--- src/rtl/irw_pkg.sv ---
package irw_pkg;
    localparam int ENTRY_W   = 64;
    localparam int WORD_W    = 32;
    // entry field positions decoded by the delivery and trigger-mode logic
    localparam int BIT_DLVS  = 12;
    localparam int BIT_POL   = 13;
    localparam int BIT_RIRR  = 14;
    localparam int BIT_MASK  = 16;
    localparam logic [ENTRY_W-1:0] ENTRY_RESET = 64'h0001_0000_0001_0000;
    localparam logic [ENTRY_W-1:0] RO_BITS     = (64'd1 << BIT_RIRR) | (64'd1 << BIT_DLVS);
    localparam logic [ENTRY_W-1:0] NOCFG_BITS  = (64'd1 << BIT_MASK) | (64'd1 << BIT_POL);
endpackage

--- src/rtl/irw_decode.sv ---
module irw_decode #(
    parameter int NPINS = 24,
    parameter int PIN_W = 5
) (
    input  logic [7:0]       idx,
    output logic             is_id,
    output logic             is_ver,
    output logic             is_arb,
    output logic             is_tbl,
    output logic [PIN_W-1:0] tbl_pin,
    output logic             tbl_hi
);
    localparam int TBL_BASE = 16;
    localparam int TBL_END  = TBL_BASE + 2 * NPINS;

    logic [8:0] rel;

    always_comb begin
        is_id   = (idx == 8'd0);
        is_ver  = (idx == 8'd1);
        is_arb  = (idx == 8'd2);
        is_tbl  = (32'(idx) >= TBL_BASE) && (32'(idx) < TBL_END);
        rel     = {1'b0, idx} - 9'(TBL_BASE);
        tbl_hi  = rel[0];
        tbl_pin = is_tbl ? PIN_W'(rel[8:1]) : '0;
    end
endmodule

--- src/rtl/irw_entry_merge.sv ---
module irw_entry_merge
    import irw_pkg::*;
(
    input  logic [ENTRY_W-1:0] old_entry,
    input  logic [WORD_W-1:0]  wdata,
    input  logic               hi_half,
    output logic [ENTRY_W-1:0] new_entry,
    output logic               cfg_changed
);
    logic [ENTRY_W-1:0] wr_bits;
    logic [ENTRY_W-1:0] wr_data;
    logic [ENTRY_W-1:0] keep;

    always_comb begin
        wr_bits     = hi_half ? {32'hFFFF_FFFF, 32'h0} : {32'h0, 32'hFFFF_FFFF};
        wr_data     = hi_half ? {wdata, 32'h0} : {32'h0, wdata};
        keep        = ~wr_bits | RO_BITS;
        new_entry   = (old_entry & keep) | (wr_data & ~RO_BITS & wr_bits);
        cfg_changed = |((old_entry ^ new_entry) & ~NOCFG_BITS);
    end
endmodule

--- src/rtl/irq_route_regwin.sv ---
module irq_route_regwin
    import irw_pkg::*;
#(
    parameter int NPINS   = 24,
    parameter int PIN_W   = $clog2(NPINS),
    parameter int ADDR_W  = 8
) (
    input  logic              clk,
    input  logic              rst_n,
    input  logic              acc_valid,
    input  logic              acc_write,
    input  logic [ADDR_W-1:0] acc_offset,
    input  logic [2:0]        acc_size,
    input  logic [31:0]       acc_wdata,
    output logic [31:0]       acc_rdata,
    output logic              acc_rvalid,
    input  logic [NPINS-1:0]  pin_active,
    input  logic [NPINS-1:0]  stat_we,
    input  logic [NPINS-1:0]  stat_rirr,
    input  logic [NPINS-1:0]  stat_dlvs,
    output logic              tmr_recalc,
    output logic              dlv_req,
    output logic [PIN_W-1:0]  dlv_pin
);
    localparam logic [ADDR_W-1:0] OFF_SEL = ADDR_W'(0);
    localparam logic [ADDR_W-1:0] OFF_WIN = ADDR_W'(16);
    localparam logic [31:0] VERSION_VAL = 32'((NPINS - 1) << 16) | 32'h11;

    typedef struct packed {
        logic [31:0]                    sel;
        logic [3:0]                     id;
        logic [NPINS-1:0][ENTRY_W-1:0]  tbl;
        logic [31:0]                    rdata;
        logic                           rvalid;
        logic                           tmr;
        logic                           dlv;
        logic [PIN_W-1:0]               dlv_pin;
    } state_t;

    state_t st_q, st_d;

    logic             is_id, is_ver, is_arb, is_tbl, tbl_hi;
    logic [PIN_W-1:0] tbl_pin;
    logic [ENTRY_W-1:0] old_entry, merged;
    logic             cfg_changed;
    logic             size_ok, hit_sel, hit_win, tbl_wr;
    logic [31:0]      win_rd;

    irw_decode #(.NPINS(NPINS), .PIN_W(PIN_W)) u_decode (
        .idx     (st_q.sel[7:0]),
        .is_id   (is_id),
        .is_ver  (is_ver),
        .is_arb  (is_arb),
        .is_tbl  (is_tbl),
        .tbl_pin (tbl_pin),
        .tbl_hi  (tbl_hi)
    );

    assign old_entry = st_q.tbl[tbl_pin];

    irw_entry_merge u_merge (
        .old_entry   (old_entry),
        .wdata       (acc_wdata),
        .hi_half     (tbl_hi),
        .new_entry   (merged),
        .cfg_changed (cfg_changed)
    );

    always_comb begin
        size_ok = (acc_size == 3'd4);
        hit_sel = acc_valid && size_ok && (acc_offset == OFF_SEL);
        hit_win = acc_valid && size_ok && (acc_offset == OFF_WIN);
        tbl_wr  = hit_win && acc_write && is_tbl;

        if (is_id || is_arb)
            win_rd = {4'h0, st_q.id, 24'h0};
        else if (is_ver)
            win_rd = VERSION_VAL;
        else if (is_tbl)
            win_rd = tbl_hi ? old_entry[63:32] : old_entry[31:0];
        else
            win_rd = '0;

        st_d         = st_q;
        st_d.rvalid  = 1'b0;
        st_d.tmr     = 1'b0;
        st_d.dlv     = 1'b0;
        st_d.dlv_pin = '0;

        if (acc_valid && !acc_write) begin
            st_d.rvalid = 1'b1;
            if (hit_sel)
                st_d.rdata = st_q.sel;
            else if (hit_win)
                st_d.rdata = win_rd;
            else
                st_d.rdata = '0;
        end

        if (hit_sel && acc_write)
            st_d.sel = acc_wdata;
        if (hit_win && acc_write && is_id)
            st_d.id = acc_wdata[27:24];
        if (tbl_wr)
            st_d.tbl[tbl_pin] = merged;

        for (int p = 0; p < NPINS; p++) begin
            if (stat_we[p]) begin
                st_d.tbl[p][BIT_RIRR] = stat_rirr[p];
                st_d.tbl[p][BIT_DLVS] = stat_dlvs[p];
            end
        end

        if (tbl_wr) begin
            st_d.tmr = cfg_changed;
            if (!st_d.tbl[tbl_pin][BIT_MASK] && !st_d.tbl[tbl_pin][BIT_RIRR]
                && pin_active[tbl_pin]) begin
                st_d.dlv     = 1'b1;
                st_d.dlv_pin = tbl_pin;
            end
        end
    end

    always_ff @(posedge clk or negedge rst_n) begin
        if (!rst_n) begin
            st_q.sel     <= '0;
            st_q.id      <= '0;
            st_q.tbl     <= {NPINS{ENTRY_RESET}};
            st_q.rdata   <= '0;
            st_q.rvalid  <= 1'b0;
            st_q.tmr     <= 1'b0;
            st_q.dlv     <= 1'b0;
            st_q.dlv_pin <= '0;
        end else begin
            st_q <= st_d;
        end
    end

    assign acc_rdata  = st_q.rdata;
    assign acc_rvalid = st_q.rvalid;
    assign tmr_recalc = st_q.tmr;
    assign dlv_req    = st_q.dlv;
    assign dlv_pin    = st_q.dlv_pin;
endmodule

--- config.mk ---
export PLATFORM = sky130hd
export DESIGN_NAME = irq_route_regwin
export DESIGN_NICKNAME = d
export VERILOG_FILES = /design/src/rtl/irw_pkg.sv /design/src/rtl/irw_decode.sv /design/src/rtl/irw_entry_merge.sv /design/src/rtl/irq_route_regwin.sv
export SDC_FILE = /design/constraint.sdc
export NUM_CORES = 2
export LEC_CHECK = 0
export BUFFER_PORTS_ARGS = -buffer_cell sky130_fd_sc_hd__buf_2
export CAP_MARGIN = 20
export CORE_MARGIN = 2
export CORE_UTILIZATION = 40
export DETAILED_ROUTE_END_ITERATION = 7
export PLACE_DENSITY_LB_ADDON = 0.2
export SKIP_LAST_GASP = 1
export SYNTH_ARGS = -nofsm -noshare
export SYNTH_HDL_FRONTEND = slang
export SYNTH_SLANG_ARGS = --single-unit
--- constraint.sdc ---
create_clock -name clk -period 6.5 [get_ports clk]
set_clock_uncertainty 0.1 [all_clocks]
set_input_delay 0.325 -clock clk [delete_from_list [all_inputs] [get_ports clk]]
set_output_delay 0.325 -clock clk [all_outputs]
set_load 0.005 [all_outputs]
Word level (Yosys, flattened, before mapping)
Cells that the tools add are included.
{"block": "totals", "out_inout_bits": 40, "ff_bits": 1612, "input_bits": 143, "word_cells": 134}
{"block": "classes", "magnitude_cmp": 4, "n_reduce_logical": 19, "add_sub_neg": 1, "bitwise_logic": 5, "n_mux": 70, "n_eq_ne": 4}
{"cell": "$bwmux W1536", "n": 1}
{"cell": "$mux W1536", "n": 1}
{"cell": "$bmux W64 S5", "n": 2}
{"cell": "$demux W64 S5", "n": 1}
{"cell": "$mux W64", "n": 4}
{"cell": "$mux W32", "n": 6}
{"cell": "$and A64 B64 Y64", "n": 2}
{"cell": "$not A64 Y64", "n": 1}
{"cell": "$or A64 B64 Y64", "n": 1}
{"cell": "$xor A64 B64 Y64", "n": 1}
{"cell": "$reduce_or A62 Y1", "n": 1}
{"cell": "$mux W1", "n": 50}
{"cell": "$mux W17", "n": 1}
{"cell": "$logic_not A8 Y1", "n": 2}
{"cell": "$logic_and A1 B1 Y1", "n": 12}
{"cell": "$eq A8 B1 Y1 const B", "n": 1}
{"cell": "$eq A8 B2 Y1 const B", "n": 1}
{"cell": "$eq A8 B5 Y1 const B", "n": 1}
{"cell": "$ge A8 B5 Y1 const B", "n": 1}
{"cell": "$lt A8 B7 Y1 const B", "n": 1}
{"cell": "$mux W7", "n": 1}
{"cell": "$lt A5 B6 Y1 const B", "n": 1}
{"cell": "$mux W6", "n": 1}
{"cell": "$sub A6 B5 Y6 const B", "n": 1}
{"cell": "other kinds (6)", "n": 8}

Logic depth before layout (Yosys ltp)
{"block": "depth", "ltp_word": 17, "ltp_mapped": 20, "depth_no_buf": 12}

Hierarchy
From an unflattened synthesis, not the netlist that was laid out.
{"block": "hier_totals", "cells_unflattened": 5054, "area_unflattened_um2": 75138.3}
{"mod": "irq_route_regwin", "cells_each": 4788, "n_inst": 1, "area_each_um2": 73409.2, "seq_area_each_um2": 40398.7}
{"mod": "irw_entry_merge", "cells_each": 245, "n_inst": 1, "area_each_um2": 1552.7, "seq_area_each_um2": 0.0}
{"mod": "irw_decode", "cells_each": 21, "n_inst": 1, "area_each_um2": 176.4, "seq_area_each_um2": 0.0}

Least setup slack after synthesis
OpenSTA, ideal clock, no wires.
{"block": "synth_timing", "path_type": "flip-flop to flip-flop", "start": "register st_q[1584] in the netlist's numbering", "end": "register st_q, in the netlist tmr_recalc", "arrival_time_ns": 4.090, "required_time_ns": 6.262, "period_less_slack_ns": 4.329, "setup_time_ns": 0.138, "slack_ns": 2.171, "n_path_buf": 3, "stages_incl_launch_ff": 16, "cell_sequence": "dfrtp_1 > clkbuf_1 > inv_1 > clkbuf_1 > ha_1 > or3_1 > buf_2 > nor2_2 > o22ai_1 > or3_1 > a2111oi_0 > xor2_1 > or3_1 > o31a_1 > a2111oi_2 > a31oi_1"}
{"item": "from (decl)", "line_no": "irq_route_regwin.sv:40", "source": "state_t st_q, st_d;"}
{"item": "from (signal assigned)", "line_no": "irq_route_regwin.sv:135", "source": "st_q <= st_d;"}

==> metrics.cfg <==
[clock_tree]
clk_latency_ns=0.88
cts_sinks=1612
cts_hold_buf=140
ctsLongestPathBuffers=3
numCtsBuffers=174
cts_resized=0
htreeDepth=4
cts-root-buf=clkbuf_16
cts.reportedPaths.clkPinSlew_ns=0.06
post_cts_buffers=0
cts_tree=yes

[yosys]
synth.yosys.warnings=0
synth.largest_area_cell=dfrtp_1
synth_top_flop_cell=dfrtp_1
synth_nets=8014
synth_xor_area_share_pct=0.2876
synth_top_family_by_area=compound AO/OA/AOI/OAI gates
synth_compound_area_share_pct=21.84
synth.avg_cell_area_um2=9.287
synth_edf_count=0
synth_fa_ha_area_share_pct=0.03424
synth_most_common_cell=nand2_1
synth-seq-cells=1612
ys_seq_area_share_pct=55.28
yosys-top-cells-area=dfrtp_1 54%, o21ai_0 12%, nand2_1 8.8%
synth_commonest_cells=1714 x nand2_1, 1703 x o21ai_0, 1564 x dfrtp_1
synthDistinctLibCells=91
post-synth-top-area-fraction_pct=53.55
netlist_area_mm2=0.07308
netlist_instances=7869
synthSimpleGateAreaFrac_pct=13.05
async_reset_ff_share_pct=100.0
synth_mux_area_share_pct=4.585

[routing]
drt-wirelength-per-cell_um=28.97
routed_wl_um=299700
num_vias=63420
ant_nets=0
drt_iter0_drc=7959
drc=0
post_drt_via_cell_ratio=6.130
dr.pass1.iters=6

[placed_design]
place_congestion=0.9636
port_buffers=182
place_hpwl_um=176300
place_inst=9880
placed_area_mm2=0.07641

[floorplan]
die_x_um=431.4
start_util_pct=40.35
core-area_mm2=0.1811
die_h_um=431.4
die_area_mm2=0.1861
row_count=156
ios=183

[layout]
syn_to_final_growth_pct=14.48
fin_nets=7976
fin_area_mm2=0.08367
fin_cells=10350
multi_input_area_mm2=0.02945
layout.area.seq_mm2=0.04041
n_fill_cell=17170
drive_above_1_share_pct=11.88

[critical_path]
worstSetupStartpointType=flip-flop
crit_fanout=17
crit_required_ns=7.15
worst_setup_path_end_kind=flip-flop
slowest_stage=nor4b_1
cpPeakStageDelay_ns=1.00
cp.arrival_ns=6.17
crit_chain=nor4b_1 > a21oi_2 > nor2_4 > buf_4 > o22ai_1 > a211oi_1 > xnor2_1 > a32oi_1 > a211oi_1 > and4_1 > a31oi_1
r2r_cells=11
worst_path_most_repeated_cell=a211oi_1
critical_path_class=reg2reg

[worst_hold_path]
min_path_type=in2async

[power]
p_leak_nw=35.59
fin_total_pwr_mw=20.92
ir_drop_mv=0.2190
powerDensity_mw_per_mm2=250.1

[sta]
tightest_slew_ns=1.201
fin_crit_ns=5.523
period_share_pct=84.97
timing_hold_violations_final=0
relSlewSlack_pct=19.32
final-max-slew-violation-count=0
setup_viol=0
setup_tns_ns=0
rsz0062_at_grt=false
fmax_mhz=181.1

[run]
max-cap-violations=0

[grt]
antenna_found_initial=16
grt_pass1_vias=60390
gr-usage-all-layers_pct=31.80
grt_pass1_wl_um=435600
overflow=0
grt_max_degree=174

[status]
status=finished, final reports clean

[where the power goes]
part	internal (mW)	switching [mW]
logic	0.225	0.539
registers	10.1	0.0283
clock network	5.67	4.39
total	16.0	4.96
[path summary, 6_finish.rpt]
kind,startpoint,to,slack (ns)
max,st_q[1581],tmr_recalc,0.98
min,rst_n,async pin,0.05
max reg2reg,st_q[1581],tmr_recalc,0.98
min reg2reg,flip-flop,flip-flop,0.37
max in group asynchronous,rst_n,async pin,4.51
min in group clk,acc_valid,acc_rdata[25],0.06
[placed cells by master, fill, tap and decap left out, types with 26 or more instances in the layout]
cell              n
dfstp_2          48
a21oi_1         212
or3_1            34
clkbuf_16       174
buf_4           215
a31oi_1          42
clkbuf_8         37
buf_12           36
mux2_2           96
dlygate4sd3_1   140
inv_1            68
buf_2           183
nand3_1          37
nor2_1          200
o21ai_0        1703
a211oi_1         56
o22ai_1         275
nor4_1           30
a2bb2oi_1        26
mux2i_1         205
nor2b_1          30
dfrtp_1        1559
nor3_1          143
a221oi_1         33
nand2_1        1687
clkinv_2         26
clkbuf_1         51
a22oi_1          34
o221ai_1        117
o211ai_1         30
[kinds of logic (layout without fill, tap and decap cells)]
family	after synthesis	count (layout)
compound gates	2739	2739
xor+xnor	24	24
fa+ha+maj	2	2
buf+inv	866	967
flops	1612	1612
mux	314	314
other cells	0	6
simple gates	2312	2312
[per-stage QoR]
| step | hold slack (ns) | setup slack, ns | utilization (%) |
|---|---|---|---|
| floorplan | -0.07059 | 2.171 | - |
| global placement | 0.3515 | 1.330 | 42.14 |
| detailed placement | 0.3452 | 1.298 | 42.18 |
| CTS | 0.006012 | 1.267 | 46.14 |
| global route | 0.07500 | 0.9679 | 46.19 |
| finish | 0.05065 | 0.9770 | 46.19 |
[critical path: cells and delay by family, from the launching register on]
family,cells,cell delay (ns)
and+or+nand+nor,3,2.12
buffers and inverters,1,0.41
AOI/OAI and AO/OA,6,1.94
xor gates and xnor gates,1,0.20
DFF,1,0.60
[area by class of cell]
class	count	share of cell area, %
Clock inverter	53	0.8494
Timing Repair Buffer	580	5.719
Inverter	72	0.3260
Sequential cell	1612	48.30
Clock buffer	262	6.042
Multi-Input combinational cell	5391	35.20
Tap cell	2370	3.544
Antenna cell	6	0.01795
[routing by layer]
metal | up-vias | routed length [um] | GRT usage, %
li1 | 27560 | - | -
met1 | 31700 | 126100 | 43.99
met5 | - | 48 | 0
met2 | 3407 | 129100 | 47.45
met4 | 8 | 15570 | 14.69
met3 | 744 | 28950 | 7.181
No activity file was read; power rests on OpenSTA's default activity.
